$ cat config.mk
export PLATFORM = sky130hd
export DESIGN_NAME = mmr_router
export DESIGN_NICKNAME = d
export VERILOG_FILES = /design/src/rtl/mmr_pkg.sv /design/src/rtl/mmr_regs.sv /design/src/rtl/mmr_region_match.sv /design/src/rtl/mmr_router.sv
export SDC_FILE = /design/constraint.sdc
export NUM_CORES = 2
export LEC_CHECK = 0
export BUFFER_PORTS_ARGS = -buffer_cell sky130_fd_sc_hd__buf_2
export CORE_MARGIN = 2
export CORE_UTILIZATION = 60
export CTS_CLUSTER_DIAMETER = 200
export DETAILED_ROUTE_END_ITERATION = 8
export GPL_TIMING_DRIVEN = 1
export PLACE_DENSITY_LB_ADDON = 0.05
export SETUP_SLACK_MARGIN = 0.1
export SYNTH_ARGS = -nofsm -noshare
export SYNTH_HDL_FRONTEND = slang
export SYNTH_HIERARCHICAL = 1
export SYNTH_SLANG_ARGS = --single-unit
$ cat constraint.sdc
create_clock -name clk -period 4.3 [get_ports clk]
set_clock_uncertainty 0.2 [all_clocks]
set_input_delay 1.29 -clock clk [delete_from_list [all_inputs] [get_ports clk]]
set_output_delay 1.29 -clock clk [all_outputs]
set_load 0.05 [all_outputs]
$ cat src/rtl/mmr_pkg.sv
package mmr_pkg;
    parameter int ADDR_W   = 48;
    parameter int GRAN_LSB = 16;
    parameter int BLK_W    = ADDR_W - GRAN_LSB;
    parameter int NUM_AUX  = 4;
    parameter int CCA_W    = 2;
    parameter int SEL_W    = 2;
    parameter int REG_AW   = 12;
    parameter int REG_DW   = 64;
    parameter int PORT_W   = $clog2(NUM_AUX + 1);

    // field positions inside the lower-bound word
    parameter int F_EN     = 0;
    parameter int F_NOLIM  = 1;
    parameter int F_PORT   = 2;
    parameter int F_FNC    = 6;
    parameter int F_SEL    = 8;

    parameter logic [CCA_W-1:0] CCA_UC  = 2'd0;
    parameter logic [CCA_W-1:0] CCA_UCA = 2'd1;
    parameter logic [SEL_W-1:0] SEL_ANY = 2'd0;

    parameter logic [REG_AW-1:0] OFS_CFG   = 12'h000;
    parameter logic [REG_AW-1:0] OFS_RGN   = 12'h700;

    typedef logic [PORT_W-1:0] port_t;

    typedef struct packed {
        logic [BLK_W-1:0]   base_blk;
        logic [BLK_W-1:0]   lim_blk;
        logic [SEL_W-1:0]   attr_sel;
        logic               force_nc;
        logic [NUM_AUX-1:0] port_oh;
        logic               no_lim;
        logic               en;
    } rgn_cfg_t;
endpackage

$ cat src/rtl/mmr_regs.sv
module mmr_regs
    import mmr_pkg::*;
#(
    parameter int NR = 8
) (
    input  logic                      clk,
    input  logic                      rst_n,
    input  logic                      wr_en,
    input  logic                      rd_en,
    input  logic [REG_AW-1:0]         addr,
    input  logic [REG_DW-1:0]         wdata,
    output logic [REG_DW-1:0]         rdata,
    output logic [NR-1:0]             rgn_en,
    output logic [NR-1:0][BLK_W-1:0]  rgn_base,
    output logic [NR-1:0][BLK_W-1:0]  rgn_lim,
    output logic [NR-1:0][SEL_W-1:0]  rgn_sel,
    output logic [NR-1:0][NUM_AUX-1:0] rgn_port
);
    localparam int SLOT_W = 3;  // windows are spaced 0x10 apart inside a 0x80 block

    typedef struct packed {
        rgn_cfg_t [NR-1:0]   rgn;
        logic [REG_DW-1:0]   rdata;
    } regs_t;

    regs_t st_d, st_q;

    logic              in_block;
    logic [SLOT_W-1:0] slot;
    logic              upper;

    function automatic logic [REG_DW-1:0] lower_word(rgn_cfg_t c);
        logic [REG_DW-1:0] w;
        w = '0;
        w[ADDR_W-1:GRAN_LSB]   = c.base_blk;
        w[F_SEL +: SEL_W]      = c.attr_sel;
        w[F_FNC]               = c.force_nc;
        w[F_PORT +: NUM_AUX]   = c.port_oh;
        w[F_NOLIM]             = c.no_lim;
        w[F_EN]                = c.en;
        return w;
    endfunction

    always_comb begin
        in_block = (addr[REG_AW-1:7] == OFS_RGN[REG_AW-1:7]) && (addr[2:0] == 3'd0);
        slot     = addr[6:4];
        upper    = addr[3];
        st_d     = st_q;

        for (int r = 0; r < NR; r++) begin
            if (wr_en && in_block && slot == SLOT_W'(r)) begin
                if (upper) begin
                    st_d.rgn[r].lim_blk = wdata[ADDR_W-1:GRAN_LSB];
                end else begin
                    st_d.rgn[r].base_blk = wdata[ADDR_W-1:GRAN_LSB];
                    st_d.rgn[r].attr_sel = wdata[F_SEL +: SEL_W];
                    st_d.rgn[r].force_nc = wdata[F_FNC];
                    st_d.rgn[r].port_oh  = wdata[F_PORT +: NUM_AUX];
                    st_d.rgn[r].no_lim   = wdata[F_NOLIM];
                    st_d.rgn[r].en       = wdata[F_EN];
                end
            end
        end

        if (rd_en) begin
            st_d.rdata = '0;
            if (addr == OFS_CFG) begin
                st_d.rdata[7:0] = 8'(NR);
            end
            for (int r = 0; r < NR; r++) begin
                if (in_block && slot == SLOT_W'(r)) begin
                    if (upper) begin
                        st_d.rdata[ADDR_W-1:GRAN_LSB] = st_q.rgn[r].lim_blk;
                    end else begin
                        st_d.rdata = lower_word(st_q.rgn[r]);
                    end
                end
            end
        end
    end

    always_ff @(posedge clk) begin
        if (!rst_n) begin
            st_q <= '0;
        end else begin
            st_q <= st_d;
        end
    end

    assign rdata = st_q.rdata;

    for (genvar r = 0; r < NR; r++) begin : g_out
        assign rgn_en[r]   = st_q.rgn[r].en;
        assign rgn_base[r] = st_q.rgn[r].base_blk;
        assign rgn_lim[r]  = st_q.rgn[r].lim_blk;
        assign rgn_sel[r]  = st_q.rgn[r].attr_sel;
        assign rgn_port[r] = st_q.rgn[r].port_oh;
    end
endmodule

$ cat src/rtl/mmr_region_match.sv
module mmr_region_match
    import mmr_pkg::*;
(
    input  logic             en,
    input  logic [BLK_W-1:0] base_blk,
    input  logic [BLK_W-1:0] lim_blk,
    input  logic [SEL_W-1:0] attr_sel,
    input  logic [BLK_W-1:0] req_blk,
    input  logic [CCA_W-1:0] req_cca,
    output logic             hit
);
    logic in_range;
    logic attr_ok;

    always_comb begin
        in_range = (req_blk >= base_blk) && (req_blk <= lim_blk);
        attr_ok  = (attr_sel == SEL_ANY) || (req_cca == CCA_UC) || (req_cca == CCA_UCA);
        hit      = en && in_range && attr_ok;
    end
endmodule

$ cat src/rtl/mmr_router.sv
module mmr_router
    import mmr_pkg::*;
#(
    parameter int NR = 8
) (
    input  logic              clk,
    input  logic              rst_n,
    input  logic              reg_wr_en,
    input  logic              reg_rd_en,
    input  logic [11:0]       reg_addr,
    input  logic [63:0]       reg_wdata,
    output logic [63:0]       reg_rdata,
    input  logic              req_valid,
    output logic              req_ready,
    input  logic [47:0]       req_addr,
    input  logic [1:0]        req_cca,
    output logic              out_valid,
    input  logic              out_ready,
    output logic [47:0]       out_addr,
    output logic [2:0]        out_port,
    output logic              out_hit,
    output logic [2:0]        out_region
);
    localparam int IDX_W = (NR > 1) ? $clog2(NR) : 1;

    typedef struct packed {
        logic              valid;
        logic [ADDR_W-1:0] addr;
        port_t             port;
        logic              hit;
        logic [IDX_W-1:0]  region;
    } out_t;

    logic [NR-1:0]              rgn_en;
    logic [NR-1:0][BLK_W-1:0]   rgn_base;
    logic [NR-1:0][BLK_W-1:0]   rgn_lim;
    logic [NR-1:0][SEL_W-1:0]   rgn_sel;
    logic [NR-1:0][NUM_AUX-1:0] rgn_port;
    logic [NR-1:0]              hits;

    logic              any_hit;
    logic [IDX_W-1:0]  win_idx;
    port_t             win_port;
    out_t              o_d, o_q;

    mmr_regs #(.NR(NR)) u_regs (
        .clk      (clk),
        .rst_n    (rst_n),
        .wr_en    (reg_wr_en),
        .rd_en    (reg_rd_en),
        .addr     (reg_addr),
        .wdata    (reg_wdata),
        .rdata    (reg_rdata),
        .rgn_en   (rgn_en),
        .rgn_base (rgn_base),
        .rgn_lim  (rgn_lim),
        .rgn_sel  (rgn_sel),
        .rgn_port (rgn_port)
    );

    for (genvar r = 0; r < NR; r++) begin : g_match
        mmr_region_match u_match (
            .en       (rgn_en[r]),
            .base_blk (rgn_base[r]),
            .lim_blk  (rgn_lim[r]),
            .attr_sel (rgn_sel[r]),
            .req_blk  (req_addr[ADDR_W-1:GRAN_LSB]),
            .req_cca  (req_cca),
            .hit      (hits[r])
        );
    end

    // lowest index wins; scan from the top so the last assignment is the lowest
    always_comb begin
        any_hit  = 1'b0;
        win_idx  = '0;
        win_port = '0;
        for (int r = NR - 1; r >= 0; r--) begin
            if (hits[r]) begin
                any_hit  = 1'b1;
                win_idx  = IDX_W'(r);
                win_port = '0;
                for (int k = NUM_AUX - 1; k >= 0; k--) begin
                    if (rgn_port[r][k]) begin
                        win_port = port_t'(k + 1);
                    end
                end
            end
        end
    end

    assign req_ready = !o_q.valid || out_ready;

    always_comb begin
        o_d = o_q;
        if (out_ready) begin
            o_d.valid = 1'b0;
        end
        if (req_valid && req_ready) begin
            o_d.valid  = 1'b1;
            o_d.addr   = req_addr;
            o_d.port   = win_port;
            o_d.hit    = any_hit;
            o_d.region = win_idx;
        end
    end

    always_ff @(posedge clk) begin
        if (!rst_n) begin
            o_q <= '0;
        end else begin
            o_q <= o_d;
        end
    end

    assign out_valid  = o_q.valid;
    assign out_addr   = o_q.addr;
    assign out_port   = o_q.port;
    assign out_hit    = o_q.hit;
    assign out_region = o_q.region;
endmodule

# After elaboration in Yosys (flattened, before gate mapping)
# Index checks and enable logic that the tools add are counted.
# classes
n_lt_le_gt_ge,16
n_reduce_logical,90
n_eq_ne,9
n_bitwise,1
muxes,91
# op_table
operator,count
64-bit two-way mux,8
32-bit >= comparator,8
32-bit <= comparator,8
32-bit two-way mux,8
16-bit two-way mux,13
3-bit two-way mux,48
56-bit two-way mux,1
48-bit two-way mux,1
1-bit logical AND,43
2-bit AND reduction,16
2-bit logical NOT,9
1-bit logical OR,17
3-bit equality test (second input constant),4
12-bit logical NOT,1
10-bit two-way mux,1
1-bit two-way mux,9
8-bit two-way mux,1
3-bit by 2-bit equality test with 1-bit output (second input constant),2
3-bit logical NOT,2
5-bit by 4-bit equality test with 1-bit output (second input constant),1
4-bit two-way mux,1
3-bit by 1-bit equality test with 1-bit output (second input constant),1
2-bit by 1-bit equality test with 1-bit output (second input constant),1
2-bit nonzero test,1
2 further kinds,2
# totals
regBits,704
out_inout_bits,121

# Logic depth before layout (Yosys ltp)
# logic_depth
word_depth,20
mapped_depth,14

# By module
# Netlist, hierarchy kept.
# modules_own_cells
module,seq_area_each_um2,area_each_um2,cells_per_inst,instances
mmr_regs,12512.0,33285.7,3954,1
mmr_region_match (g_match[0].u_match ...),0.0,1639.1,230,7
mmr_router,1121.1,2313.5,302,1
mmr_region_match (g_match[5].u_match),0.0,1607.8,225,1

# Worst setup path after synthesis
# OpenSTA, ideal clock, no wires.
# synth_timing
path_kind,input port to flip-flop
start,in req_addr[46]
end,reg o_q (netlist bit out_port[2])
setup_time_ns,0.059
path_buffers,0
path_slack_ns,0.479
stages,11
t_arrival_ns,3.562
cell_sequence,ha_1 -> nand4_2 -> nor4_2 -> nand2_1 -> o32a_1 -> nor4_2 -> nor3b_1 -> a32o_1 -> a21oi_1 -> o21ai_0 -> a31o_1
# synth_rtl
item,line,text
"start, declared",mmr_router.sv:15,"input logic [47:0] req_addr,"
32-bit >= comparator / 32-bit <= comparator (equally long branches),mmr_region_match.sv:16,in_range = (req_blk >= base_blk) && (req_blk <= lim_blk);
1-bit logical AND *,mmr_region_match.sv:16,
1-bit logical AND * (2 in a row),mmr_region_match.sv:18,hit = en && in_range && attr_ok;
net hits[5],mmr_router.sv:39,logic [NR-1:0] hits;
3-bit two-way mux * (6 in a row),mmr_router.sv:79,if (hits[r]) begin
"end signal, assigned",mmr_router.sv:110,o_q <= '0;
"end signal, assigned",mmr_router.sv:112,o_q <= o_d;
"end, declared",mmr_router.sv:44,"out_t o_d, o_q;"
# The timed path passes the listed nets; every way through them passes the cells marked *.
# A chain may end at the register's enable or synchronous reset.

# Final worst setup path
# layout_timing
start,in req_addr[31]
end,reg o_q (netlist bit out_port[0])
# layout_rtl
item,line
32-bit >= comparator / 32-bit <= comparator (equally long branches),mmr_region_match.sv:16
1-bit logical AND *,mmr_region_match.sv:16
1-bit logical AND * (2 in a row),mmr_region_match.sv:18
net hits[2],mmr_router.sv:39
3-bit two-way mux * (3 in a row),mmr_router.sv:79
# Marked as above.

==> metrics <==
HP Class reg2reg; Die W slightly below 300 um; initial antenna violation count 11; dpl hpwl about 130,000 um; htree depth 3; commonest non-fill, non-tap cell in the layout nand2_1; met2 GRT Util 60.4%; max-slew violations 0; CTS clk-pin slew, worst paths 0.06 ns; total power 15.6 mW; vias after detailed routing 42,770; Area Overhead vs Synth 5.97%; combinational power share 13.2%; cell area after synthesis 48,700 um2; Core Rows between 100 and 150; IR Drop Worst-Case VDD 324 uV; Clock Power Share 45.8%; Synth Area per Inst 7.99 um2; part of the cycle the worst path needs 96.1%; Clock Path Buffers 3; final hold slack 0.248 ns; Leak 19.7 nW; global route overflow 0; worst slew margin relative to its limit 18.6%; final hold vios 0; Critical R2R Capture out_port[0]; Root Driver clkbuf_16; total CTS buffers 79; port bufs 205; detailed-route wire length per cell 24.9 um; reg-to-reg startpoint u_regs/rgn_base[78]; total iterations of the first detailed-routing run 7; hold buffers post-CTS 0; Starting Density 60.5%; setup violators final 0; clock sink count 681; CP Capture Type flop; Reg power frac 41.0%; CP max FO 7; sequential-to-total area share from yosys stat 28.0%; Yosys cell types 81; internal reg-to-reg setup slack 0.60 ns; overall routing resource usage 40.7%; final WL 174,000 um; critical path startpoint category input port; I/O pin total approximately 250; Worst-Margin Slew between 1 and 1.5 ns; Psw between 4 and 5 mW; Core Region 80,400 um2; start point of the critical path req_addr[31]; post-route ant nets 0; most frequent cells in the layout nand2_1, dfxtp_1, inv_1; Critical Path RT 4.67 ns; die area 83,400 um2; internal power approximately 11 mW; synthesized flop and latch total slightly below 700; CTS tree yes; Skew-Pair Late Insertion Delay 0.65 ns; Die H 289 um; GR Util met3 9.98%; worst setup path end out_port[0]; GRT Max-Usage Layer met2; CP Class in2reg; outcome completed; Most used DFF post-synth dfxtp_1; Global Route met1 Usage between 50% and 60%; Period minus WS final 4.13 ns; crit path DAT around 4.5 ns; largest net degree at the start of global routing 82; RD Place Congestion 0.987; fraction of registers with async set/reset 0%; DRC 0; Cell Area, Placed 48,700 um2; fraction of layout cells with a size suffix above 1 roughly 16%; max cap viols 0; vias per std cell 6.13; Sw Ratio 27.6%; global-route wire length before repair 254,000 um; design area 51,600 um2; vias in the first global route 39,768; P per Cell Area between 300 and 400 nW/um2; post-layout net count between 6,000 and 7,000; R2R depth 13; Starting DRT DRC Count about 4,800; synth warn 6; number of cells produced by synthesis 6,091; Post-synth EDFFs 0; fmax ~0.24 GHz; RSZ-0062 raised after global routing yes
[worst max-delay path: stages]
cell,delay (ns)
buf_2,0.18
ha_1,0.33
nand4_1,0.22
or3_1,0.53
a2111oi_4,0.33
buf_4,0.20
o41ai_2,0.07
a22oi_2,0.52
nor3b_2,0.10
buf_4,0.16
a221oi_1,0.25
o21ai_1,0.14
a31oi_1,0.17
[power groups by stage]
| stage | registers, mW | clock network, mW | logic (mW) |
|---|---|---|---|
| after CTS | 6.37 | 7.16 | 2.00 |
| after floorplan | 6.61 | 0 | 1.06 |
| after detailed placement | 6.51 | 0 | 1.99 |
| after global routing | 6.38 | 7.40 | 2.19 |
| final | 6.37 | 7.12 | 2.06 |
| after global placement | 6.51 | 0 | 1.96 |
[repair_timing]
item / CTS / global route
resized for setup: 3 / 34
setup endpoints to repair: 4 / 7
gates cloned: 0 / 0
buffers inserted: 0 / 2
pin swaps: 0 / 5
[logic make-up after synthesis]
family                     after synthesis  synth area share, %
buffers and inverters                 1495                 16.9
adders and majority gates              512                 13.2
muxes                                  279                 6.32
and+or+nand+nor                       1773                 16.1
other                                    1              0.00770
DFF                                    681                 28.0
AOI/OAI and AO/OA                     1350                 19.5
[flip-flops by register name, indices dropped and copies added (netlist names)]
name and flops:
u_regs/rgn_lim 256, u_regs/rdata 41, u_regs/st_q 16, out_region 3, u_regs/rgn_sel 16, out_hit 1
out_valid 1, u_regs/rgn_en 8, u_regs/rgn_port 32, out_addr 48, out_port 3, u_regs/rgn_base 256
[how the worst min path moves through the flow]
stage | from | end | slack (ns) | cells past startpoint
after floorplan | u_regs/st_q[576] | u_regs/st_q[576] | 0.23 | 2
after global placement | u_regs/st_q[576] | u_regs/st_q[576] | 0.23 | 2
after detailed placement | out_addr[7] | out_addr[7] | 0.24 | 2
after CTS | out_addr[7] | out_addr[7] | 0.25 | 2
after global routing | out_addr[26] | out_addr[26] | 0.26 | 2
final | out_addr[7] | out_addr[7] | 0.25 | 2
[routing by layer]
layer  wire length [um]  vias up
met2              72100     2288
li1                   -    19678
met4               7990        2
met3              20700      429
met5                 11        -
met1              73200    20373
[layout make-up]
type | count | area (um2)
fillers | 7034 | 28800
inverters | 522 | 1960
multi-input cells | 3937 | 27200
clock buffers | 112 | 2330
well taps | 1060 | 1330
repair buffers | 633 | 4790
clock inverters | 30 | 353
diodes | 7 | 17.5
flip-flops and latches | 681 | 13600
[cells in the mapped netlist, types with 17 or more instances]
cell | n | area (um2)
a211oi_1 | 59 | 443
a221oi_1 | 17 | 149
a21boi_0 | 271 | 2030
mux2_2 | 87 | 980
ha_1 | 512 | 6410
a21boi_1 | 156 | 1170
mux2i_1 | 178 | 1780
clkbuf_1 | 180 | 676
a21o_1 | 31 | 233
nand3_1 | 90 | 450
buf_4 | 646 | 4850
a31o_1 | 159 | 1390
nand2_1 | 1143 | 4290
a21oi_1 | 269 | 1350
inv_1 | 521 | 1960
buf_2 | 142 | 711
o22ai_1 | 59 | 369
nor2b_1 | 25 | 156
nor3_1 | 48 | 240
dfxtp_1 | 681 | 13600
a221o_1 | 30 | 300
nand2b_1 | 23 | 144
a2111oi_0 | 20 | 175
o21ai_0 | 161 | 806
nor2_1 | 262 | 983
nand4_1 | 58 | 363
o22a_1 | 21 | 184
and4_1 | 19 | 166
[per-stage QoR]
stage	setup slack [ns]	TNS, ns	util (%)	std cells
3_5_place_dp	-0.596	-3.65	60.6	6831
3_3_place_gp	-0.586	-3.44	60.6	6831
5_1_grt	0.0525	0	64.1	6978
4_1_cts	0.104	0	63.9	6973
2_1_floorplan	0.479	0	-	6113
6_report	0.168	0	64.1	6982
(Power assumes the default switching activity.)
